==> src/rtl/bscan_pkg.sv <==
package bscan_pkg;

  // Pad-facing control triple: pull-up, drive enable, drive data.
  typedef struct packed {
    logic pu;
    logic oe;
    logic dout;
  } pad_ctl_t;

  localparam int PAD_CTL_W = $bits(pad_ctl_t);

  // Functional pull-up: only for an input pin whose port bit is set,
  // and only when pull-ups are not globally disabled.
  function automatic logic pullup_term(input logic pull_dis,
                                       input logic dir,
                                       input logic port);
    return (~pull_dis) & (~dir) & port;
  endfunction

  // Value observed by the shared stage: the driven data if the pad is
  // driven, otherwise the raw pad level.
  function automatic logic observe_term(input logic oe,
                                        input logic dout,
                                        input logic pin);
    return oe ? dout : pin;
  endfunction

endpackage

==> src/rtl/bscan_std_cell.sv <==
module bscan_std_cell #(
  parameter logic RST_VAL = 1'b0
) (
  input  logic clk,
  input  logic rst_n,
  input  logic cap_en,
  input  logic shift_en,
  input  logic upd_en,
  input  logic par_in,
  input  logic ser_in,
  output logic ser_q,
  output logic upd_q
);

  logic cap_act;
  logic shf_act;

  assign cap_act = cap_en;
  assign shf_act = shift_en & ~cap_en;

  always_ff @(posedge clk or negedge rst_n) begin
    if (!rst_n) begin
      ser_q <= RST_VAL;
    end else if (cap_act) begin
      ser_q <= par_in;
    end else if (shf_act) begin
      ser_q <= ser_in;
    end
  end

  always_ff @(posedge clk or negedge rst_n) begin
    if (!rst_n) begin
      upd_q <= RST_VAL;
    end else if (upd_en) begin
      upd_q <= ser_q;
    end
  end

endmodule

==> src/rtl/bscan_pin_pair.sv <==
module bscan_pin_pair #(
  parameter logic OE_RST  = 1'b0,
  parameter logic DAT_RST = 1'b0
) (
  input  logic clk,
  input  logic rst_n,
  input  logic cap_en,
  input  logic shift_en,
  input  logic upd_en,
  input  logic ser_in,
  input  logic oe_cap,
  input  logic obs_cap,
  output logic st0_q,
  output logic st1_q,
  output logic sh_oe,
  output logic sh_dat
);

  localparam int STAGES = 2;

  logic [STAGES-1:0] stg_q;
  logic [STAGES-1:0] cap_vec;
  logic [STAGES-1:0] shf_vec;
  logic [STAGES-1:0] rst_vec;

  assign cap_vec = {obs_cap, oe_cap};
  assign shf_vec = {stg_q[0], ser_in};
  assign rst_vec = {DAT_RST, OE_RST};

  for (genvar g = 0; g < STAGES; g++) begin : g_stage
    always_ff @(posedge clk or negedge rst_n) begin
      if (!rst_n) begin
        stg_q[g] <= rst_vec[g];
      end else if (cap_en) begin
        stg_q[g] <= cap_vec[g];
      end else if (shift_en) begin
        stg_q[g] <= shf_vec[g];
      end
    end
  end

  always_ff @(posedge clk or negedge rst_n) begin
    if (!rst_n) begin
      sh_oe  <= OE_RST;
      sh_dat <= DAT_RST;
    end else if (upd_en) begin
      sh_oe  <= stg_q[0];
      sh_dat <= stg_q[1];
    end
  end

  assign st0_q = stg_q[0];
  assign st1_q = stg_q[1];

endmodule

==> src/rtl/bscan_pad_mux.sv <==
module bscan_pad_mux
  import bscan_pkg::*;
(
  input  logic     test_mode,
  input  pad_ctl_t func_ctl,
  input  pad_ctl_t scan_ctl,
  output pad_ctl_t pad_ctl
);

  always_comb begin
    if (test_mode) begin
      pad_ctl = scan_ctl;
    end else begin
      pad_ctl = func_ctl;
    end
  end

endmodule

==> src/rtl/pin_bscan_cell.sv <==
module pin_bscan_cell
  import bscan_pkg::*;
#(
  parameter logic [PAD_CTL_W-1:0] SHADOW_INIT = '0
) (
  input  logic clk,
  input  logic rst_n,
  input  logic cap_en,
  input  logic shift_en,
  input  logic upd_en,
  input  logic test_mode,
  input  logic scan_in,
  input  logic port_bit,
  input  logic dir_bit,
  input  logic pull_disable,
  input  logic pad_in,
  output logic scan_out,
  output logic pad_oe,
  output logic pad_do,
  output logic pad_pu
);

  localparam pad_ctl_t INIT_CTL = pad_ctl_t'(SHADOW_INIT);

  // Named internal events, visible to the bound checker.
  logic     func_pu;
  logic     obs_val;
  logic     pu_stage;
  logic     st0;
  logic     st1;
  logic     sh_pu;
  logic     sh_oe;
  logic     sh_dat;
  pad_ctl_t func_ctl;
  pad_ctl_t scan_ctl;
  pad_ctl_t pad_ctl;

  assign func_pu  = pullup_term(pull_disable, dir_bit, port_bit);
  assign func_ctl = '{pu: func_pu, oe: dir_bit, dout: port_bit};
  assign scan_ctl = '{pu: sh_pu, oe: sh_oe, dout: sh_dat};

  bscan_std_cell #(
    .RST_VAL (INIT_CTL.pu)
  ) u_pu_cell (
    .clk      (clk),
    .rst_n    (rst_n),
    .cap_en   (cap_en),
    .shift_en (shift_en),
    .upd_en   (upd_en),
    .par_in   (func_pu),
    .ser_in   (scan_in),
    .ser_q    (pu_stage),
    .upd_q    (sh_pu)
  );

  bscan_pin_pair #(
    .OE_RST  (INIT_CTL.oe),
    .DAT_RST (INIT_CTL.dout)
  ) u_pair (
    .clk      (clk),
    .rst_n    (rst_n),
    .cap_en   (cap_en),
    .shift_en (shift_en),
    .upd_en   (upd_en),
    .ser_in   (pu_stage),
    .oe_cap   (dir_bit),
    .obs_cap  (obs_val),
    .st0_q    (st0),
    .st1_q    (st1),
    .sh_oe    (sh_oe),
    .sh_dat   (sh_dat)
  );

  bscan_pad_mux u_mux (
    .test_mode (test_mode),
    .func_ctl  (func_ctl),
    .scan_ctl  (scan_ctl),
    .pad_ctl   (pad_ctl)
  );

  assign pad_pu   = pad_ctl.pu;
  assign pad_oe   = pad_ctl.oe;
  assign pad_do   = pad_ctl.dout;
  assign obs_val  = observe_term(pad_oe, pad_do, pad_in);
  assign scan_out = st1;

endmodule

==> config.mk <==
export PLATFORM = sky130hd
export DESIGN_NAME = pin_bscan_cell
export DESIGN_NICKNAME = d
export VERILOG_FILES = /design/src/rtl/bscan_pkg.sv /design/src/rtl/bscan_std_cell.sv /design/src/rtl/bscan_pin_pair.sv /design/src/rtl/bscan_pad_mux.sv /design/src/rtl/pin_bscan_cell.sv
export SDC_FILE = /design/constraint.sdc
export NUM_CORES = 1
export LEC_CHECK = 0
export BUFFER_PORTS_ARGS = -buffer_cell sky130_fd_sc_hd__buf_2
export CORE_AREA = 10 10 47 49
export DETAILED_ROUTE_END_ITERATION = 6
export DIE_AREA = 0 0 57 59
export PLACE_DENSITY = 0.5
export SYNTH_ARGS = -nofsm -noshare
export SYNTH_HDL_FRONTEND = slang
export SYNTH_SLANG_ARGS = --single-unit
==> constraint.sdc <==
create_clock -name clk -period 1.4 [get_ports clk]
set_input_delay 0.14 -clock clk [delete_from_list [all_inputs] [get_ports clk]]
set_output_delay 0.14 -clock clk [all_outputs]
set_load 0.005 [all_outputs]
**Word level (Yosys, flattened, before mapping)**

Index checks and enable logic that the tools add are counted.

- Latch bits: 0
- Output and inout bits: 4
- Register bits after elaboration: 6
- Memory bits (writable): 0
- Memories kept: 0
- ROM bits: 0

- Multiplexer cells: 8
- Reductions and logical operators: 2
- $lt $le $gt $ge: 0
- Shift-type cells: 0
- Eq/ne operators: 0
- $add $sub $neg: 0
- Divide/modulo/power cells: 0
- Bitwise gates (word level): 6
- $mul: 0

Operator list:

| operator | number |
|---|---|
| two-way mux 1 bit | 7 |
| nonzero test 2 bit | 2 |
| AND 1 bit | 3 |
| two-way mux 3 bit | 1 |
| NOT 1 bit | 3 |

**Depth between registers and ports, before layout**

- Word-level depth: 6
- Depth in mapped cells: 3
- Depth with buffers taken out: 3

**Modules after synthesis**

From an unflattened synthesis, not the netlist that was laid out.

- Cell total of the unflattened synthesis: 23
- Area total of the unflattened synthesis: 300.3 µm²

Modules (own cells, without submodules):

| module | area each (µm²) | cells each | instances |
|---|---|---|---|
| bscan_pin_pair | 160.2 | 12 | 1 |
| bscan_std_cell | 83.8 | 6 | 1 |
| bscan_pad_mux | 33.8 | 3 | 1 |
| pin_bscan_cell | 22.5 | 2 | 1 |

**Worst setup path before layout**

OpenSTA, ideal clock, no wires.

- Path kind: reg-to-reg
- Start: register u_pair.sh_oe
- End: register u_pair.stg_q[1], in the netlist u_pair.st1_q
- Buffers on the path: 0
- Stages on the path, launching flop included: 4
- Data arrival time: 0.826 ns
- Setup slack: 0.448 ns
- Data required time: 1.274 ns
- Cell sequence: dfrtp_1 mux2_4 mux2i_1 mux2i_1

- Word-level cells in the longest chain between the ends: 3

Ends and longest elaborated chain:

| item | RTL line | RTL |
|---|---|---|
| start, declared | bscan_pin_pair.sv:15 | `output logic sh_oe,` |
| start signal, assigned | bscan_pin_pair.sv:47 | `sh_oe <= stg_q[0];` |
| two-way mux 3 bit | bscan_pad_mux.sv:11 | `if (test_mode) begin` |
| named net pad_oe | pin_bscan_cell.sv:18 | `output logic pad_oe,` |
| two-way mux 1 bit | bscan_pkg.sv:25 | `return oe ? dout : pin;` |
| two-way mux 1 bit | bscan_pin_pair.sv:34 | `end else if (cap_en) begin` |
| end signal, assigned by index | bscan_pin_pair.sv:33 | `stg_q[g] <= rst_vec[g];` |
| end signal, assigned by index | bscan_pin_pair.sv:35 | `stg_q[g] <= cap_vec[g];` |
| end signal, assigned by index | bscan_pin_pair.sv:37 | `stg_q[g] <= shf_vec[g];` |
| end, declared | bscan_pin_pair.sv:21 | `logic [STAGES-1:0] stg_q;` |

The timed path passes the listed nets, and every way through them passes these cells.
A chain may end at the register's enable or synchronous reset.

**Worst setup path in the final report**

- Start: register u_pair.sh_oe
- End: output pad_oe

- Word-level cells in the longest chain between the ends: 1

Ends and longest elaborated chain:

| item | RTL line |
|---|---|
| two-way mux 3 bit | bscan_pad_mux.sv:11 |
| end, declared | pin_bscan_cell.sv:18 |

No other way between the ends.

==> summary.md <==
| Metric | Value |
|---|---|
| Status | `completed` |
| Crit path max fanout | `2` |
| Die area | `0.00336 mm2` |
| Chip Height | `59 um` |
| Setup WS post-layout | `about 250 ps` |
| FILL cells | `approximately 160` |
| Hold_sp | `cap_en` |
| Setup TNS | `0 ps` |
| Hpwl dp | `612 um` |
| Worst Path Required | `1260 ps` |
| Width of the die | `57 um` |
| Iter 0 DRT Violations | `4` |
| Vias in the first global route | `259` |
| Most frequent cells in the layout | `buf_2 (14), dfrtp_1 (6), mux2_2 (4), mux2i_1 (4)` |
| Clock insertion delay at the later pin of the skew report | `240 ps` |
| Place WS | `a little over 400 ps` |
| Pleak | `0.210 nW` |
| Post_cts resized | `0` |
| FF+latch count, synth | `6` |
| Gate Count Post-Synth | `24` |
| # clock sinks | `6` |
| # rows | `14` |
| Clk pin slew, worst setup/hold paths | `50 ps` |
| Antenna-violating nets left | `0` |
| Nature of the critical path endpoint | `output pin` |
| Area of the core | `0.00140 mm2` |
| Most common cell after layout, fill and taps aside | `buf_2` |
| Slack of the worst reg-to-reg path | `400 ps` |
| Tot GR Track Use | `0.0460` |
| Syn Std Cell Area | `between 200 and 300 um2` |
| Residual DRC count | `0` |
| Post-placement cell count | `54` |
| Layout Nets | `55` |
| Post-synthesis sequential area ratio | `0.511` |
| DR vias | `roughly 250` |
| Critical path class | `register to output pin` |
| Ports | `15` |
| CTS tree | `yes` |
| Final setup viols | `0` |
| Max VDD drop | `0.568 mV` |
| Largest net degree at the start of global routing | `7` |
| Final non-filler cell total | `58` |
| Synthesized area per cell | `12.3 um2` |
| Total gr overflow | `0` |
| Worst Max-Slew Pin Slew | `216 ps` |
| Critical path launch point type | `register` |
| Finished Cell Area | `417 um2` |
| RR Endpoint | `u_pair.st1_q$_DFFE_PN0P_` |
| Root Buffer | `clkbuf_4` |
| Layout cell share with drive strength beyond 1 | `0.524` |
| Starting Density | `0.210` |
| Placed Area | `about 380 um2` |
| Initial antenna violation count | `0` |
| Global-route wire length before repair | `1180 um` |
| Max-slew headroom | `0.855` |
| Avg WL per Cell | `12.5 um` |
| Synth unique cells | `10` |
| CP arrival | `1010 ps` |
| Max-slew violations | `0` |
| Syn. warnings | `0` |
| Hold Path End | `u_pu_cell.ser_q$_DFFE_PN0P_` |
| Syn Nets | `35` |
| Fin crit share | `0.822` |
| Total Wirelength | `a little over 700 um` |
| Min Clock Period, post-route | `1150 ps` |
| Max Clock Skew | `between 7 and 8 ps` |
| Total CTS buffers | `3` |
| Max-cap violations | `0` |
| # diodes | `0` |
| Clock buffer depth | `2` |
| RSZ-0062 raised after global routing | `false` |
| F_max | `869 MHz` |
| Fin. Hold Viols | `0` |
| Gp weighted congestion | `0.721` |
| Port Buffer Count | `14` |
| First-pass DRT Iterations | `2` |
| PwrDens | `1130 mW/mm2` |
| Hold depth | `2` |
| Reg2reg path depth | `3` |
| Area growth, synth to finish | `41.7%` |
| # H-tree levels | `1` |
| Worst hold path class | `input pin to register` |
| DR vias/cell | `4.34` |
| RR Startpoint | `u_pair.sh_oe$_DFFE_PN0P_` |
==> how the worst max path moves through the flow <==
stage | start | end | cells past startpoint
after CTS | u_pair.sh_oe$_DFFE_PN0P_ | pad_oe | 2
after detailed placement | u_pair.sh_oe$_DFFE_PN0P_ | u_pair.st1_q$_DFFE_PN0P_ | 3
after global routing | u_pair.sh_oe$_DFFE_PN0P_ | pad_oe | 2
after floorplan | u_pair.sh_oe$_DFFE_PN0P_ | u_pair.st1_q$_DFFE_PN0P_ | 3
final | u_pair.sh_oe$_DFFE_PN0P_ | pad_oe | 2
after global placement | u_pair.sh_oe$_DFFE_PN0P_ | u_pair.st1_q$_DFFE_PN0P_ | 3
==> final cells by class <==
type	instances	area [um2]	share of cell area
repair buffers	15	80.1	0.192
well taps	16	20.0	0.0480
flip-flops and latches	6	150	0.360
multi-input cells	18	144	0.345
clock buffers	3	22.5	0.0541
==> sequential cells by signal, summed over array words and instances, names as in the netlist <==
signal	flops
u_pair.sh_dat	1
u_pair.sh_oe	1
u_pair.st0_q	1
u_pair.st1_q	1
u_pu_cell.ser_q	1
u_pu_cell.upd_q	1
==> per-stage QoR <==
step	utilization	hold slack (ps)	power [W]
final	0.297	141	0.000472
after global routing	0.297	174	0.000505
after CTS	0.297	144	0.000480
after detailed placement	0.274	-34.8	0.000316
after global placement	0.274	-30.5	0.000318
after floorplan	-	-156	0.000265
==> worst max-delay path, cell delays in order (launching register included) <==
cell     delay, ps
dfrtp_1        370
mux2_4         270
buf_2          130
==> synth_stat cells <==
library cell  count  area share
nor2b_1           1       0.021
mux2_2            4        0.15
dfrtp_1           6        0.51
a211oi_1          1       0.026
mux2i_1           4        0.14
nor2_1            1       0.013
mux2_4            1       0.051
a21oi_1           1       0.017
o21ai_0           2       0.034
nand2_1           3       0.038
==> cells by family after synthesis <==
family | count (synthesis) | share of synthesized area
AOI/OAI and AO/OA | 4 | 0.0766
DFF | 6 | 0.511
muxes | 9 | 0.340
and+or+nand+nor | 5 | 0.0723
==> power by group <==
group          switching, W  internal (W)
logic             0.0000404     0.0000584
clock network     0.0000593     0.0000968
registers         0.0000166      0.000200
total              0.000116      0.000355
==> per-layer routing <==
layer  vias to the layer above  share of wire  GRT usage
met5                         -              0          0
met4                         0              0     0.0201
met3                         0          0.072     0.0408
met2                         9           0.46     0.0620
met1                       120           0.47     0.0492
li1                        123              -          -
==> what timing repair did <==
action / CTS / global route
hold buffers: 1 / 0
endpoints found under the hold margin: 6 / 0
buffers inserted: 0 / 0
No activity file was read; power rests on OpenSTA's default activity.
